===== src/rtl/irq_ctrl5.sv =====
module irq_ctrl5 (
  input  logic       clk,
  input  logic       rst_n,
  input  logic [1:0] ext_n,
  input  logic [1:0] ext_edge,
  input  logic [1:0] tmr_ovf,
  input  logic       rx_done,
  input  logic       tx_done,
  input  logic [4:0] src_en,
  input  logic       glb_en,
  input  logic       flag_wr,
  input  logic [5:0] flag_wdata,
  output logic [5:0] flags,
  input  logic       irq_ack,
  output logic       irq_pend,
  output logic [2:0] irq_vec
);
  logic [1:0] sy1, sy2, sy3;
  logic [5:0] set_ev, clr_ev, nxt;
  logic [4:0] req;
  logic [2:0] vec_n;

  wire [1:0] fall   = sy3 & ~sy2;
  wire       ack_ok = irq_ack & irq_pend;

  assign set_ev = {tx_done, rx_done, tmr_ovf[1], fall[1] & ext_edge[1],
                   tmr_ovf[0], fall[0] & ext_edge[0]};

  always_comb begin
    clr_ev = '0;
    if (ack_ok) begin
      case (irq_vec)
        3'd0: clr_ev[0] = 1'b1;
        3'd1: clr_ev[1] = 1'b1;
        3'd2: clr_ev[2] = 1'b1;
        3'd3: clr_ev[3] = 1'b1;
        default: clr_ev = '0;
      endcase
    end
  end

  always_comb begin
    nxt = (flag_wr ? flag_wdata : (flags & ~clr_ev)) | set_ev;
    if (!ext_edge[0]) nxt[0] = ~sy2[0];
    if (!ext_edge[1]) nxt[2] = ~sy2[1];
  end

  assign req = {flags[5] | flags[4], flags[3:0]} & src_en & {5{glb_en}};

  always_comb begin
    vec_n = 3'd0;
    for (int i = 4; i >= 0; i--)
      if (req[i]) vec_n = 3'(i);
  end

  always_ff @(posedge clk or negedge rst_n) begin
    if (!rst_n) begin
      sy1      <= 2'b11;
      sy2      <= 2'b11;
      sy3      <= 2'b11;
      flags    <= '0;
      irq_pend <= 1'b0;
      irq_vec  <= 3'd0;
    end else begin
      sy1      <= ext_n;
      sy2      <= sy1;
      sy3      <= sy2;
      flags    <= nxt;
      irq_pend <= (|req) & ~ack_ok;
      irq_vec  <= vec_n;
    end
  end


  pend_drop_after_ack_chk: assert property (@(posedge clk) disable iff (!rst_n)
    (irq_ack && irq_pend) |=> !irq_pend);


  global_gate_chk: assert property (@(posedge clk) disable iff (!rst_n)
    !glb_en |=> !irq_pend);


  timer0_set_chk: assert property (@(posedge clk) disable iff (!rst_n)
    tmr_ovf[0] |=> flags[1]);


  serial_kept_chk: assert property (@(posedge clk) disable iff (!rst_n)
    (flags[4] && !flag_wr) |=> flags[4]);


  vec_range_chk: assert property (@(posedge clk) disable iff (!rst_n)
    irq_pend |-> (irq_vec <= 3'd4));


  edge_latch_chk: assert property (@(posedge clk) disable iff (!rst_n)
    (ext_edge[0] && flags[0] && !flag_wr && !(irq_ack && irq_pend && irq_vec == 3'd0))
      |=> (flags[0] || !ext_edge[0]));
endmodule


===== config.mk =====
export PLATFORM = sky130hd
export DESIGN_NAME = irq_ctrl5
export DESIGN_NICKNAME = d
export VERILOG_FILES = /design/src/rtl/irq_ctrl5.sv
export SDC_FILE = /design/constraint.sdc
export NUM_CORES = 1
export LEC_CHECK = 0
export CAP_MARGIN = 25
export CORE_AREA = 2 2 39 41
export DETAILED_ROUTE_END_ITERATION = 10
export DIE_AREA = 0 0 41 43
export DONT_BUFFER_PORTS = 1
export HOLD_SLACK_MARGIN = 0.15
export SLEW_MARGIN = 10
export SYNTH_ARGS = -nofsm -noshare
export SYNTH_HDL_FRONTEND = slang
export SYNTH_SLANG_ARGS = --single-unit

===== constraint.sdc =====
create_clock -name clk -period 2.01 [get_ports clk]
set_clock_uncertainty 0.2 [all_clocks]
set_input_delay 0.402 -clock clk [delete_from_list [all_inputs] [get_ports clk]]
set_output_delay 0.402 -clock clk [all_outputs]
set_load 0.02 [all_outputs]

Word-level counts from Yosys, hierarchy flattened. Index checks and enable logic that the tools add are counted.

Register bits after elaboration: 16. Input bits: 24. Logic and storage cells: 39.

Eq/ne operators: 3. Mux-type cells: 13. Bitwise operators: 15. Reductions and logical operators: 2.

Operators with widths (number): two-way mux 3 bit (5); bitwise AND 5 bit (2); bitwise AND 6 bit (1); equality test 3 x 2 -> 1 bit, second input constant (2); two-way mux 1 bit (6); two-way mux 6 bit (1); NOT 6 bit (1); bitwise OR 6 bit (1); OR reduction 5 bit (1); bitwise AND 1 bit (4); two-way mux 4 bit (1); equality test 3 x 1 -> 1 bit, second input constant (1); logical NOT 3 bit (1); NOT 1 bit (3); bitwise AND 2 bit (1); NOT 2 bit (1); bitwise OR 1 bit (1).

Longest topological paths before layout. Gate-level depths: netlist of run 1.

Depth in word-level cells: 8. Depth in mapped cells: 3. Mapped depth without buffers: 3.

Least setup slack after synthesis of run 1. No wires, ideal clock.

Kind: register to register. Start: reg irq_vec[2]. End: reg flags[2]. Library setup time: 0.126 ns. Data arrival time: 1.119 ns. Data required time: 1.684 ns. Slack: 0.564 ns. Cell stages (with the launch flop): 4. Path buffers: 0. Period minus slack after synthesis: 1.446 ns. Cells stage by stage: dfrtp_1 > and4bb_1 > a211oi_1 > a311o_1.

Word-level cells in the longest chain between the ends: 8.

Ends and longest elaborated chain: from (decl) (RTL line 16) `output logic [2:0] irq_vec`; from (signal assigned) (RTL line 70) `irq_vec <= vec_n;`; equality test 3 x 2 -> 1 bit (RTL line 32) `case (irq_vec)`; two-way mux 1 bit (RTL line 32); two-way mux 4 bit (RTL line 31) `if (ack_ok) begin`; NOT 6 bit (RTL line 43) `nxt = (flag_wr ? flag_wdata : (flags & ~clr_ev)) | set_ev;`; bitwise AND 6 bit (RTL line 43); two-way mux 6 bit (RTL line 43); bitwise OR 6 bit (RTL line 43); two-way mux 1 bit (RTL line 45) `if (!ext_edge[1]) nxt[2] = ~sy2[1];`; net nxt[2] (RTL line 19) `logic [5:0] set_ev, clr_ev, nxt;`; to (signal assigned) (RTL line 68) `flags <= nxt;`; to (decl) (RTL line 13) `output logic [5:0] flags,`.

The timed path passes the listed nets, and every way through them passes these cells.

Worst setup path after layout of run 1.
Start: in flag_wr. End: reg flags[3].

Word-level cells in the longest chain between the ends: 2.

Ends and longest elaborated chain: from (decl) (RTL line 11) `input logic flag_wr,`; two-way mux 6 bit (RTL line 43); bitwise OR 6 bit (RTL line 43); net nxt[3] (RTL line 19).

The timed path passes the listed nets, and every way through them passes these cells.

==> metrics, run 1 <==
hold-critical path endpoint=sy2[1]$_DFF_PN1_; combinational group share of total power=between 10% and 20%; Die Wd=a little over 40 um; antenna violations before repair=0; Clock Latency Late Sink=between 0.2 and 0.3 ns; DP HPWL=roughly 980 um; CP max-delay cell=dlygate4sd3_1; final hold violation count=0; CP Cell Sequence=dlygate4sd3_1 > a21oi_1 > o21ai_0 > dlygate4sd3_1; post-synthesis sequential area ratio=between 60% and 70%; worst slew pin tran=between 0.7 and 0.8 ns; total track usage=about a fifth; worst reg2reg path startpoint=flags[1]$_DFF_PN0_; min setup slack post-route=-0.0238 ns; WHS Path Cells=0; Synth Area in Adders=0%; switching portion of total power=between 20% and 30%; # port buffers=0; n_diodes=0; Mapped Cells=52; H-tree levels=1; fin. max-slew vios=0; CTS sink cnt=16; period utilization=101%; cts bufs inserted=3; setup TNS=-0.0238 ns; Critical Path AT=2.00 ns; Starting Density=between 40% and 50%; Reg2Reg Depth=4; Worst Setup Path Type=primary input to flop; Crit Reg-Reg Endpoint=irq_pend$_DFF_PN0_; post-synthesis simple-gate area fraction=between 10% and 20%; Synth Area in XOR/XNOR=0%; syn nets=76; post-CTS setup buffer count=0; Avg WL per Cell=16.5 um; P_int=between 500 and 600 uW; Final min period=roughly 2 ns; hold wc startpoint=sy1[1]$_DFF_PN1_; slew margin rel.=a little over half; clock slew at reported path FFs=roughly 0.090 ns; layout cells sized above 1=between 10% and 20%; Worst Path Max Fanout=10; Mapped Area=between 600 and 700 sq um; Clk pwr share=30.0%; Psw=~170 uW; PwrDens=~750 nW/um^2; Cell variety after synth=19; Die Ht=about 43 um; Rows=14; CP endpoint kind=flop; DRT antenna net count=0; CP most frequent cell=dlygate4sd3_1; failing checks=setup timing; Max clock buf depth=2; largest family of logic cells by synthesized area=compound AO/OA/AOI/OAI gates; final WL=~1.5 mm; Avg Inst Size Synth=approximately 12 sq um; pre-CTS WS=approximately 0.48 ns; vias per cell=5.62; proportion of synthesized area in mux cells=0%; fin nets=between 100 and 150; maximum clock rate=approximately 490 MHz; worst vdd ir=0.000449 V; post-synthesis compound-gate area fraction=between 20% and 30%; initial DRC count=6; CTS tree=built; Seq cells post-synth=16; Worst Hold Class=flop to flop; largest net degree at the start of global routing=17; die area=between 1500 and 2000 sq um; Worst Path Required=1.98 ns; DRC viols=0; number of global-route vias before repair=559; first-pass GRT wire length=2.38 mm; CP Launch Type=primary input; LEAKAGE=0.000378 uW; Area Growth Syn to Fin=42.8%; R2R setup slack=0.09 ns; max incr delay on CP=just under 0.7 ns; Util after Layout=about two thirds; sequential power share=57.1%; Core ar.=roughly 1400 sq um; io pins=34; Final setup viols=1; total grt overflow=0; Ys Warns=0; RSZ-0062 raised after global routing=no; DR pass1 iterations=4; DR vias=523; Root Buffer=clkbuf_4; Placer Congestion=about 0.60; status=finished, violations left; total of max-cap violations=0
-- synthesized netlist by cell type --
library cell	n	area, sq um
o21ai_0	4	20.0
a32oi_1	1	8.76
buf_2	1	5.00
a211o_1	2	17.5
a21oi_1	4	20.0
dfstp_2	6	158
inv_1	3	11.3
nor2b_1	3	18.8
and3b_1	1	8.76
nand4b_1	1	8.76
a211oi_1	2	15.0
a21bo_2	1	10.0
dfrtp_1	10	250
nor2_1	1	3.75
a22oi_1	3	22.5
o211ai_1	1	7.51
nand2_1	5	18.8
and4bb_1	1	12.5
a311o_1	2	20.0
-- state kept, by name (all words and copies together), names as in the netlist --
signal,flops
flags,6
sy2,2
irq_vec,3
irq_pend,1
sy1,2
sy3,2
-- kinds of logic (layout without fill, tap and decap cells) --
| kind of cell | after synthesis | count (layout) |
|---|---|---|
| and+or+nand+nor | 12 | 12 |
| AOI/OAI and AO/OA | 20 | 20 |
| DFF | 16 | 16 |
| buffers and inverters | 4 | 29 |
-- routing by layer --
| layer | up-vias | track usage [%] | share of wire, % |
|---|---|---|---|
| li1 | 247 | - | - |
| met1 | 251 | 25.0 | 38 |
| met2 | 25 | 32.2 | 53 |
| met3 | 0 | 4.71 | 8.4 |
| met4 | 0 | 8.00 | 0 |
| met5 | - | 0 | 0 |
-- critical path, delay by kind of cell --
family,cells,cell delay (ns)
AOI/OAI and AO/OA,2,0.31
buffers and inverters,2,1.29
-- power groups by stage --
stage	combinational [uW]	clock (uW)	sequential, uW
6_report	88.3	204	389
5_1_grt	96.8	229	393
4_1_cts	86.1	216	389
3_5_place_dp	37.7	0	395
3_3_place_gp	36.2	0	393
2_1_floorplan	35.3	0	388
-- worst max-delay path by stage --
stage	startpoint	slack (ns)	depth (start not counted)	to
floorplan	irq_vec[2]$_DFF_PN0_	0.56	3	flags[2]$_DFF_PN0_
global placement	irq_vec[2]$_DFF_PN0_	0.51	3	flags[2]$_DFF_PN0_
detailed placement	irq_vec[2]$_DFF_PN0_	0.48	3	flags[2]$_DFF_PN0_
CTS	flag_wr	0.07	4	flags[3]$_DFF_PN0_
global route	flag_wr	0.001	4	flags[3]$_DFF_PN0_
finish	flag_wr	-0.02	4	flags[3]$_DFF_PN0_
-- final cells by class --
class	instances	area, sq um
clock buffers	4	36.3
fillers	114	474
flip-flops and latches	16	409
well taps	16	20.0
inverters	3	11.3
multi-input cells	32	213
repair buffers	22	220
-- per-stage QoR --
| step | hold WS [ns] | std cells | cell area, sq um | power, uW |
|---|---|---|---|---|
| 6_report | 0.159 | 93 | 910 | 682 |
| 5_1_grt | 0.165 | 93 | 910 | 719 |
| 4_1_cts | 0.161 | 93 | 908 | 691 |
| 3_5_place_dp | -0.0932 | 67 | 652 | 433 |
| 3_3_place_gp | -0.0932 | 67 | 652 | 429 |
| 2_1_floorplan | -0.0936 | 52 | 637 | 424 |
-- placed cells by master (no fill, tap or decap) --
cell           count
a211o_1            2
a32oi_1            1
o21ai_0            4
a22oi_1            3
nor2_1             1
and4bb_1           1
o211ai_1           1
nand2_1            5
dfrtp_1            9
clkbuf_8           1
nand4b_1           1
nor2b_1            3
clkbuf_4           3
and3b_1            1
a21oi_1            4
a311o_1            2
a211oi_1           2
dfstp_2            6
a21bo_2            1
dfrtp_2            1
dlygate4sd3_1     22
inv_1              3
-- what timing repair did --
action | in CTS | in global routing
hold buffers | 22 | 0
gates resized for setup | 0 | 1
endpoints found under the setup margin | 0 | 1
endpoints found under the hold margin | 28 | 0
(Power assumes the default switching activity.)
==> run 2, diff against run 1 <==
GPL_TIMING_DRIVEN = 0   (was default)
PLACE_DENSITY = 0.6   (was default)
REMOVE_ABC_BUFFERS = 1   (was default)
==> metrics, run 2 (same netlist as run 1, synthesis figures left out) <==
Critical Path AT=approximately 1.9 ns; antenna violations before repair=0; largest net degree at the start of global routing=17; CP max-delay cell=dlygate4sd3_1; fin. max-slew vios=0; Core ar.=around 1400 sq um; die area=1760 sq um; DP HPWL=roughly 990 um; max FFs per register=6; most frequent cells in the layout=dlygate4sd3_1 (22), dfrtp_1 (10), dfstp_2 (6); register name with the most flops=flags; setup TNS=0 ns; placed cells=67; CP endpoint kind=flop; Rows=14; Util after Layout=approximately two thirds; worst vdd ir=0.000464 V; layout cells sized above 1=between 10% and 20%; slew margin rel.=a little over half; H-tree levels=1; PwrDens=about 750 nW/um^2; Worst Path Max Fanout=4; CP most frequent cell=a22oi_1; fin cells=93; CP Cell Sequence=a22oi_1 > a21bo_2 > a22oi_1 > dlygate4sd3_1; final WL=around 1.4 mm; LEAKAGE=between 0.0003 and 0.0004 uW; CTS sink cnt=16; total track usage=between 15 and 20%; DRT antenna net count=0; Final min period=1.90 ns; Top Registers=flags x6, irq_vec x3; DRC viols=0; clock slew at reported path FFs=approximately 0.09 ns; number of global-route vias before repair=around 530; Fillers=109; Area Growth Syn to Fin=42.6%; cts bufs inserted=3; Worst Path Required=around 2.0 ns; DR vias=~530; RSZ-0062 raised after global routing=no; initial DRC count=7; Worst Hold Class=flop to flop; period utilization=approximately 94%; Root Buffer=clkbuf_4; Die Ht=about 43 um; power after layout=about 680 uW; total of max-cap violations=0; critical path's top delay family=buffers and inverters; n_diodes=0; final hold violation count=0; Max clock buf depth=2; worst hold slack=around 0.16 ns; fin nets=around 100; Die Wd=between 40 and 50 um; Final setup viols=0; post-CTS setup buffer count=0; Avg WL per Cell=roughly 16 um; Starting Density=approximately 46%; vias per cell=between 5 and 6; # port buffers=0; CP Launch Type=flop; maximum clock rate=between 500 and 600 MHz; most common cell after layout, fill and taps aside=dlygate4sd3_1; Buf/Inv on CP=1; total grt overflow=0; Worst Setup Path Type=flop to flop; max incr delay on CP=around 0.58 ns; first-pass GRT wire length=approximately 2 mm; worst slew pin tran=~0.69 ns; DR pass1 iterations=4; Clock Latency Late Sink=0.28 ns; status=complete, no violations; io pins=34; Placer Congestion=between 0.5 and 0.6; CTS tree=built
run 2: changes by cell type in the layout (fill, tap and decap cells not counted):
| cell | delta |
|---|---|
| dfrtp_2 | -1 |
| dfrtp_1 | +1 |
run 2: final cells by class:
type	count	area [sq um]	share of cell area, %
timing repair buffer	22	220	24.2
sequential	16	408	44.9
clock buffer	4	36.3	3.99
tap	16	20.0	2.20
multi-input combinational	32	213	23.4
inverter	3	11.3	1.24
run 2: worst paths after layout:
check / depth (start not counted) / slack (ns) / startpoint / to
setup / recovery: 4 / 0.11 / flags[2]$_DFF_PN0_ / irq_pend$_DFF_PN0_
hold / removal: 0 / 0.16 / sy1[1]$_DFF_PN1_ / sy2[1]$_DFF_PN1_
setup reg to reg: 4 / 0.11 / flags[2]$_DFF_PN0_ / irq_pend$_DFF_PN0_
hold reg to reg: 0 / 0.16 / sy1[1]$_DFF_PN1_ / sy2[1]$_DFF_PN1_
max in group asynchronous: 1 / 0.77 / rst_n / irq_vec[0]$_DFF_PN0_
min in group asynchronous: 1 / 0.40 / rst_n / flags[3]$_DFF_PN0_
run 2: power by group:
group          total (uW)  switching [uW]  internal [uW]  leakage [uW]
registers             389            40.9            348      0.000179
logic                86.2            30.7           55.6      0.000176
clock network         204            93.6            110     0.0000210
total                 679             165            514      0.000376
run 2: timing repair:
item	4_1_cts	5_1_grt
hold endpoints to repair	28	0
setup endpoints to repair	0	0
resized for setup	0	0
hold buffers	22	0
run 2: worst reg2reg max path, delay by kind of cell (launching register included):
family	cells	cell delay, ns
AOI/OAI and AO/OA	3	0.55
buffers and inverters	1	0.58
DFF	1	0.51
run 2: through the flow:
step / cell area, sq um / setup WS, ns
6_report: 908 / 0.113
5_1_grt: 908 / 0.0357
4_1_cts: 908 / 0.126
3_5_place_dp: 652 / 0.488
3_3_place_gp: 652 / 0.496
2_1_floorplan: 632 / 0.564
run 2: layer usage:
| metal | vias up | global-route usage [%] | routed length [um] |
|---|---|---|---|
| li1 | 241 | - | - |
| met1 | 256 | 17.8 | 539 |
| met2 | 28 | 30.3 | 771 |
| met3 | 0 | 4.19 | 134 |
| met4 | 0 | 6.00 | 0 |
| met5 | - | 0 | 0 |
